[config.mk]
export PLATFORM = sky130hd
export DESIGN_NAME = rx_word_deser
export DESIGN_NICKNAME = d
export VERILOG_FILES = /design/src/rtl/rx_pkg.sv /design/src/rtl/rx_rst_sync.sv /design/src/rtl/rx_start_ctrl.sv /design/src/rtl/rx_shifter.sv /design/src/rtl/rx_word_deser.sv
export SDC_FILE = /design/constraint.sdc
export NUM_CORES = 1
export LEC_CHECK = 0
export BUFFER_PORTS_ARGS = -buffer_cell sky130_fd_sc_hd__buf_2
export CAP_MARGIN = 20
export CORE_ASPECT_RATIO = 1.5
export CORE_UTILIZATION = 26
export CTS_CLUSTER_DIAMETER = 50
export DETAILED_ROUTE_END_ITERATION = 8
export PLACE_DENSITY = 0.52
export SETUP_SLACK_MARGIN = 0.05
export SYNTH_ARGS = -nofsm -noshare
export SYNTH_HDL_FRONTEND = slang
export SYNTH_SLANG_ARGS = --single-unit
[constraint.sdc]
create_clock -name clk -period 2.5 [get_ports clk]
set_clock_uncertainty 0.2 [all_clocks]
set_input_delay 0.25 -clock clk [delete_from_list [all_inputs] [get_ports clk]]
set_output_delay 0.25 -clock clk [all_outputs]
set_load 0.02 [all_outputs]
[src/rtl/rx_pkg.sv]
package rx_pkg;
  parameter int unsigned RXD_WORD_W  = 32;
  parameter int unsigned RXD_MAX_DLY = 2;
  localparam int unsigned RXD_DLY_W  = $clog2(RXD_MAX_DLY + 1);

  typedef enum logic {
    CAP_IDLE = 1'b0,
    CAP_BUSY = 1'b1
  } cap_state_e;
endpackage

[src/rtl/rx_rst_sync.sv]
module rx_rst_sync #(
  parameter int unsigned STAGES = 2
) (
  input  logic clk,
  input  logic rst_n,
  output logic rst_n_sync
);
  logic [STAGES-1:0] chain_q;

  always_ff @(posedge clk or negedge rst_n) begin
    if (!rst_n) chain_q <= '0;
    else        chain_q <= {chain_q[STAGES-2:0], 1'b1};
  end

  assign rst_n_sync = chain_q[STAGES-1];
endmodule

[src/rtl/rx_start_ctrl.sv]
module rx_start_ctrl #(
  parameter int unsigned MAX_DLY = 2,
  parameter int unsigned DLY_W   = 2
) (
  input  logic             clk,
  input  logic             rst_n,
  input  logic             bit_en,
  input  logic             fsync,
  input  logic [DLY_W-1:0] dly_sel,
  output logic             start_now,
  output logic             misalign
);
  localparam logic [DLY_W-1:0] DLY_CAP = DLY_W'(MAX_DLY);
  localparam logic [DLY_W-1:0] DLY_ONE = DLY_W'(1);

  logic             pend_act_q, pend_act_d;
  logic [DLY_W-1:0] pend_cnt_q, pend_cnt_d;
  logic             mis_q, mis_d;
  logic [DLY_W-1:0] dly_eff;
  logic             sync_now, pend_fire, pend_last;

  always_comb begin
    dly_eff   = (dly_sel > DLY_CAP) ? DLY_CAP : dly_sel;
    sync_now  = bit_en & fsync;
    pend_last = pend_act_q & (pend_cnt_q == DLY_ONE);
    pend_fire = bit_en & pend_last;
    start_now = (sync_now & (dly_eff == '0)) | pend_fire;
    mis_d     = sync_now & pend_act_q & ~pend_last;
  end

  always_comb begin
    pend_act_d = pend_act_q;
    pend_cnt_d = pend_cnt_q;
    if (bit_en) begin
      if (pend_act_q) begin
        if (pend_last) pend_act_d = 1'b0;
        else           pend_cnt_d = pend_cnt_q - DLY_ONE;
      end
      if (fsync) begin
        pend_act_d = (dly_eff != '0);
        pend_cnt_d = dly_eff;
      end
    end
  end

  always_ff @(posedge clk or negedge rst_n) begin
    if (!rst_n) begin
      pend_act_q <= 1'b0;
      pend_cnt_q <= '0;
      mis_q      <= 1'b0;
    end else begin
      pend_act_q <= pend_act_d;
      pend_cnt_q <= pend_cnt_d;
      mis_q      <= mis_d;
    end
  end

  assign misalign = mis_q;

  assert_pend_range_R6: assert property (@(posedge clk) disable iff (!rst_n)
    pend_act_q |-> (pend_cnt_q != '0) && (pend_cnt_q <= DLY_CAP));

  assert_misalign_src_R9: assert property (@(posedge clk) disable iff (!rst_n)
    misalign |-> $past(bit_en && fsync));

  assert_misalign_pulse_R9: assert property (@(posedge clk) disable iff (!rst_n)
    misalign |=> !misalign);
endmodule

[src/rtl/rx_shifter.sv]
module rx_shifter
  import rx_pkg::*;
#(
  parameter int unsigned WORD_W = 32,
  parameter int unsigned CNT_W  = 5
) (
  input  logic              clk,
  input  logic              rst_n,
  input  logic              bit_en,
  input  logic              sdata,
  input  logic              start,
  output logic [WORD_W-1:0] word,
  output logic              valid
);
  localparam logic [CNT_W-1:0] LAST = CNT_W'(WORD_W - 1);
  localparam logic [CNT_W-1:0] ONE  = CNT_W'(1);

  cap_state_e        st_q, st_d;
  logic [CNT_W-1:0]  cnt_q, cnt_d;
  logic [WORD_W-1:0] sh_q, sh_d;
  logic [WORD_W-1:0] word_q, word_d;
  logic              valid_q, valid_d;

  always_comb begin
    st_d    = st_q;
    cnt_d   = cnt_q;
    sh_d    = sh_q;
    word_d  = word_q;
    valid_d = 1'b0;
    if (bit_en) begin
      if (start) begin
        sh_d  = {{(WORD_W-1){1'b0}}, sdata};
        cnt_d = ONE;
        st_d  = CAP_BUSY;
      end else if (st_q == CAP_BUSY) begin
        sh_d = {sh_q[WORD_W-2:0], sdata};
        if (cnt_q == LAST) begin
          st_d    = CAP_IDLE;
          cnt_d   = '0;
          valid_d = 1'b1;
          word_d  = {sh_q[WORD_W-2:0], sdata};
        end else begin
          cnt_d = cnt_q + ONE;
        end
      end
    end
  end

  always_ff @(posedge clk or negedge rst_n) begin
    if (!rst_n) begin
      st_q    <= CAP_IDLE;
      cnt_q   <= '0;
      sh_q    <= '0;
      word_q  <= '0;
      valid_q <= 1'b0;
    end else begin
      st_q    <= st_d;
      cnt_q   <= cnt_d;
      sh_q    <= sh_d;
      word_q  <= word_d;
      valid_q <= valid_d;
    end
  end

  assign word  = word_q;
  assign valid = valid_q;

  assert_valid_single_R8: assert property (@(posedge clk) disable iff (!rst_n)
    valid |=> !valid);

  assert_valid_after_en_R8: assert property (@(posedge clk) disable iff (!rst_n)
    valid |-> $past(bit_en));

  assert_word_hold_R8: assert property (@(posedge clk) disable iff (!rst_n)
    !valid |=> (valid || $stable(word)));

  assert_busy_cnt_R10: assert property (@(posedge clk) disable iff (!rst_n)
    (st_q == CAP_BUSY) |-> (cnt_q != '0));
endmodule

[src/rtl/rx_word_deser.sv]
module rx_word_deser
  import rx_pkg::*;
#(
  parameter int unsigned WORD_W  = RXD_WORD_W,
  parameter int unsigned MAX_DLY = RXD_MAX_DLY,
  parameter int unsigned DLY_W   = $clog2(MAX_DLY + 1)
) (
  input  logic              clk,
  input  logic              rst_n,
  input  logic              bit_en,
  input  logic              sdata,
  input  logic              fsync,
  input  logic [DLY_W-1:0]  dly_sel,
  output logic [WORD_W-1:0] word_out,
  output logic              word_valid,
  output logic              misalign
);
  localparam int unsigned CNT_W = $clog2(WORD_W);

  logic rst_n_i;
  logic start_now;

  rx_rst_sync #(.STAGES(2)) u_rst (
    .clk        (clk),
    .rst_n      (rst_n),
    .rst_n_sync (rst_n_i)
  );

  rx_start_ctrl #(.MAX_DLY(MAX_DLY), .DLY_W(DLY_W)) u_start (
    .clk       (clk),
    .rst_n     (rst_n_i),
    .bit_en    (bit_en),
    .fsync     (fsync),
    .dly_sel   (dly_sel),
    .start_now (start_now),
    .misalign  (misalign)
  );

  rx_shifter #(.WORD_W(WORD_W), .CNT_W(CNT_W)) u_shift (
    .clk    (clk),
    .rst_n  (rst_n_i),
    .bit_en (bit_en),
    .sdata  (sdata),
    .start  (start_now),
    .word   (word_out),
    .valid  (word_valid)
  );

  assert_reset_quiet_R1: assert property (@(posedge clk)
    !rst_n_i |-> (!word_valid && !misalign));
endmodule

[Word level (Yosys, flattened, before mapping)]
Cells that the tools add are included.
Cells by class
  reductions and logical operators: 7
  mux-type cells: 19
  bitwise logic cells: 9
  divide/modulo/power cells: 0
  $lt $le $gt $ge: 1
  add/subtract/negate cells: 2
  shift operators: 0
  $mul: 0
  equal/unequal tests: 3
Operator list (count)
  31-bit 2-to-1 mux: 2
  5-bit 2-to-1 mux: 3
  1-bit 2-to-1 mux: 10
  2-bit 2-to-1 mux: 4
  1-bit bitwise AND: 6
  2-bit nonzero test: 3
  5-bit by 1-bit adder with 5-bit output, second input constant: 1
  5-bit equality test, second input constant: 1
  4-bit AND reduction: 1
  3-bit AND reduction: 1
  2-bit by 1-bit equality test with 1-bit output, second input constant: 1
  2-bit greater-than comparator, second input constant: 1
  2-bit zero test: 1
  2-bit != test, second input constant: 1
  1-bit inverter: 2
  2-bit AND reduction: 1
  2-bit by 1-bit subtractor with 2-bit output, second input constant: 1
  1-bit OR: 1
Storage, ports and cells
  register bits: 76
  bits in latches: 0
  memory bits (writable): 0
  output and inout port bits: 34
  memories kept: 0
  word-level logic and storage cells: 50
  input bits: 7
  memory bits (read-only): 0

[Depth between registers and ports, before layout]
  depth in word-level cells: 7
  mapped depth: 7
  mapped depth without buffers: 6

[Hierarchy]
From an unflattened synthesis, not the netlist that was laid out.
Unflattened totals
  cell total of the unflattened synthesis: 190
  area total of the unflattened synthesis: 3010.4 µm²
Modules (own cells, without submodules)
  rx_shifter: cells an instance 166, seq. area each 1751.7 µm², area an instance 2728.9 µm², instances 1
  rx_start_ctrl: cells an instance 21, seq. area each 100.1 µm², area an instance 227.7 µm², instances 1
  rx_rst_sync: cells an instance 3, seq. area each 50.0 µm², area an instance 53.8 µm², instances 1

[Worst setup path before layout]
No wires, ideal clock.
  kind: register -> register
  from: register u_shift.cnt_q[0]
  to: register u_shift.word_q[10] (netlist: u_shift.word[10])
  stages on the path, launching flop included: 8
  setup slack: 0.232 ns
  required time: 2.175 ns
  clock period less this slack: 2.268 ns
  arrival: 1.943 ns
  buffers on the path: 1
  library setup time: 0.125 ns
  path through: dfrtp_1 ha_1 and3_1 ha_1 nand2_1 nor4b_4 buf_6 mux2_2
Between the ends
  word-level cells in the longest chain between the ends: 2
RTL lines
  start: declaration: RTL line rx_shifter.sv:19  | logic [CNT_W-1:0] cnt_q, cnt_d;
  start signal: assignment: RTL line rx_shifter.sv:58  | cnt_q <= cnt_d;
  5-bit equality test: RTL line rx_shifter.sv:37  | if (cnt_q == LAST) begin
  4-bit AND reduction (no source line)
  end signal: assignment: RTL line rx_shifter.sv:60  | word_q <= word_d;
  end: declaration: RTL line rx_shifter.sv:21  | logic [WORD_W-1:0] word_q, word_d;
Every way passes these cells.
A chain may end at the register's enable or synchronous reset.

[Final worst setup path]
  from: register u_shift.cnt_q[1]
  to: register u_shift.word_q[3] (netlist: u_shift.word[3])
The elaborated chain is that of the path after synthesis.

==> results.tsv <==
stage	metric	value	unit
detailed_routing	first_pass_iters	4	
worst_setup_path	reg2reg_depth	8	
synth	syn-instance-count	259	
synth	async_flop_share	100	%
outcome	status	complete, no violations	
floorplan	initial_core_util	26.5	%
worst_setup_path	path_max_fanout	16	
final_layout	layout-drive-gt1-share	32.7	%
floorplan	die_w	90.3	um
worst_setup_path	regToRegStartpoint	u_shift.cnt_q[1]$_DFFE_PN0P_	
floorplan	die_y	134	um
sta	setup_viol	0	
min_path	hp-class	input pin to asynchronous set/reset pin	
sta	period_share	94.7	%
detailed_routing	wl_met2	2990	um
sta	holdWs	0.0293	ns
synth	synth-simple-area-share	12.1	%
worst_setup_path	path_class	register to register	
placement	gp_congestion	0.737	
worst_setup_path	rrSetupSlack	0.13	ns
worst_setup_path	required	2.52	ns
global_routing	grt_max_degree	43	
synth	yosys_warnings	0	
worst_setup_path	path_cells	ha_1 -> and3_1 -> ha_4 -> nand2_1 -> nor4b_4 -> buf_4 -> clkbuf_16 -> mux2_2	
worst_setup_path	crit_family	simple AND/OR/NAND/NOR gates	
power	leakage	1.87	nW
global_routing	overflow	0	
synth	synth_top_area_share	62.6	%
worst_setup_path	cp.arrival	2.38	ns
sta	clock.fmax	423	MHz
final_layout	antenna_cells	0	
synth	synthFlopType	dfrtp_1	
flow_run	maxCapViolCount	0	
detailed_routing	drtIter0Drc	71	
detailed_routing	wl_met1	2510	um
clock_tree	cts_htree_levels	3	
worst_setup_path	cp.buffers_inverters	2	
synth	synth_top_area_cell	dfrtp_1	
clock_tree	cts.sinks	76	
global_routing	first_global_vias	2085	
synth	synth_top_family_by_area	multiplexers	
power	peakVddDrop	333	uV
final_layout	fin_util	33.2	%
global_routing	antenna_found_initial	0	
worst_setup_path	crit_path_max_incr_delay	0.40	ns
floorplan	core	11500	sq um
placement	dp_hpwl	3680	um
placement	portBuffers	40	
synth	yosys_register_bits	76	
clock_tree	clk_pin_slew	0.06	ns
detailed_routing	vias_per_cell	4.36	
synth	synth_xor_xnor_area_share	0	%
clock_tree	cts_inserted_buffers	9	
synth	synthAdderAreaFrac	1.23	%
clock_tree	clock_latency	0.33	ns
final_layout	final_common_cell	dfrtp_1	
worst_setup_path	critPathSlowestCell	dfrtp_1	
sta	fin_tns_setup	0	ns
synth	synthMuxAreaShare	13.3	%
synth	synth_area_per_cell	11.7	sq um
worst_setup_path	end_kind	register	
detailed_routing	dr.max_layer_used	met4	
detailed_routing	wl_met3	218	um
global_routing	track_usage	10.6	%
worst_setup_path	startpoint_type	register	
synth	synth_area_leaders	dfrtp_1 63%, mux2_2 12%, nand2_1 8.5%, a21oi_1 5.6%, ha_1 1.2%	
clock_tree	ctsRootBufferMaster	clkbuf_16	
power	power_density	802	nW/um^2
detailed_routing	wirelength	5860	um
final_layout	fin_area	3810	sq um
clock_tree	tritoncts	done	
global_routing	grt_pass1_wl	9900	um
floorplan	die-area	12100	sq um
sta	finalMaxSlewViolations	0	
final_layout	synthToLayoutAreaGrowth	25.4	%
final_layout	final_cell_mix	75 x dfrtp_1, 69 x nand2_1, 40 x buf_2	
floorplan	num_rows	48	
sta	period_needed	2.37	ns
synth	synth_area	3040	sq um
final_layout	fin_nets	317	
synth	synth_seq_area_share	62.6	%
placement	placed_area	3430	sq um
synth	syn-num-nets	269	
sta	grt_setup_unrepaired	no	
worst_setup_path	regToRegEndpoint	u_shift.word[3]$_DFFE_PN0P_	
sta	final_hold_viol_count	0	
detailed_routing	vias	2014	
synth	yosys.cell_types.count	30	
sta	slew_headroom	62.1	%
clock_tree	cts_max_path_buffers	2	
power	finalPower	0.00306	W
synth	synth-compound-area-share	7.86	%
detailed_routing	routedWlPerCell	12.7	um
synth	synth-edff-count	0	
detailed_routing	drc	0	
detailed_routing	ant_nets	0	
floorplan	io-pin-count	41	
sta	worstMarginPinSlew	0.569	ns
==> synthesized netlist by cell type (all sizes together), types with 2 or more instances <==
cell,number
dfrtp,76
buf,8
ha,3
nand2,69
clkbuf,7
nor2,2
nor2b,2
a21oi,34
o21ai,5
mux2i,2
and2,2
mux2,34
==> state kept, by name, indices dropped and copies added, names as in the netlist <==
register,count
u_shift.word,32
u_shift.cnt_q,5
u_shift.sh_q,31
u_rst.chain_q,2
u_start.pend_cnt_q,2
u_shift.valid,1
u_start.pend_act_q,1
u_shift.st_q,1
u_start.misalign,1
==> layout make-up <==
class                      count  area, sq um
multi-input combinational    167         1060
clock inverter                 3         45.0
inverter                       1         3.75
clock buffer                  13          270
fill                        1154         7660
sequential                    76         1910
tap                          150          188
timing repair buffer          52          338
==> kinds of logic (layout without fill, tap and decap cells) <==
family	after synthesis	after routing
flip-flops	76	76
buffers and inverters	16	69
AO/OA/AOI/OAI	45	45
adder cells (fa/ha/maj)	3	3
other	1	1
multiplexers	36	36
AND/OR/NAND/NOR	82	82
==> worst max-delay path by stage <==
stage	from	end	slack, ns	depth (start not counted)
floorplan	u_shift.cnt_q[0]$_DFFE_PN0P_	u_shift.word[10]$_DFFE_PN0P_	0.23	7
global placement	u_shift.cnt_q[1]$_DFFE_PN0P_	u_shift.word[1]$_DFFE_PN0P_	0.21	7
detailed placement	u_shift.cnt_q[0]$_DFFE_PN0P_	u_shift.word[31]$_DFFE_PN0P_	0.10	7
CTS	u_shift.cnt_q[0]$_DFFE_PN0P_	u_shift.word[7]$_DFFE_PN0P_	0.1	7
global route	u_shift.cnt_q[1]$_DFFE_PN0P_	u_shift.word[30]$_DFFE_PN0P_	0.04	8
finish	u_shift.cnt_q[1]$_DFFE_PN0P_	u_shift.word[3]$_DFFE_PN0P_	0.13	8
==> per-stage QoR <==
stage / worst slack [ns] / instances
final: 0.133 / 462
after global routing: 0.0368 / 462
after CTS: 0.0962 / 459
after detailed placement: 0.101 / 441
after global placement: 0.208 / 441
after floorplan: 0.232 / 259
==> repair_timing <==
action	in CTS	in global routing
endpoints found under the setup margin	0	32
gates resized for setup	0	2
buffers inserted	0	2
hold endpoints to repair	4	0
hold buffers	2	0
==> power breakdown <==
group	internal [W]	switching (W)	total, W
Sequential	0.00134	0.0000985	0.00144
Clock	0.000854	0.000479	0.00133
Combinational	0.000132	0.000157	0.000288
==> metal layers <==
layer / track usage, % / vias up
met1: 11.6 / 1004
met2: 17.7 / 33
met5: 0 / -
met4: 6.99 / 0
met3: 3.29 / 9
li1: - / 968
No activity file was read; power rests on OpenSTA's default activity.
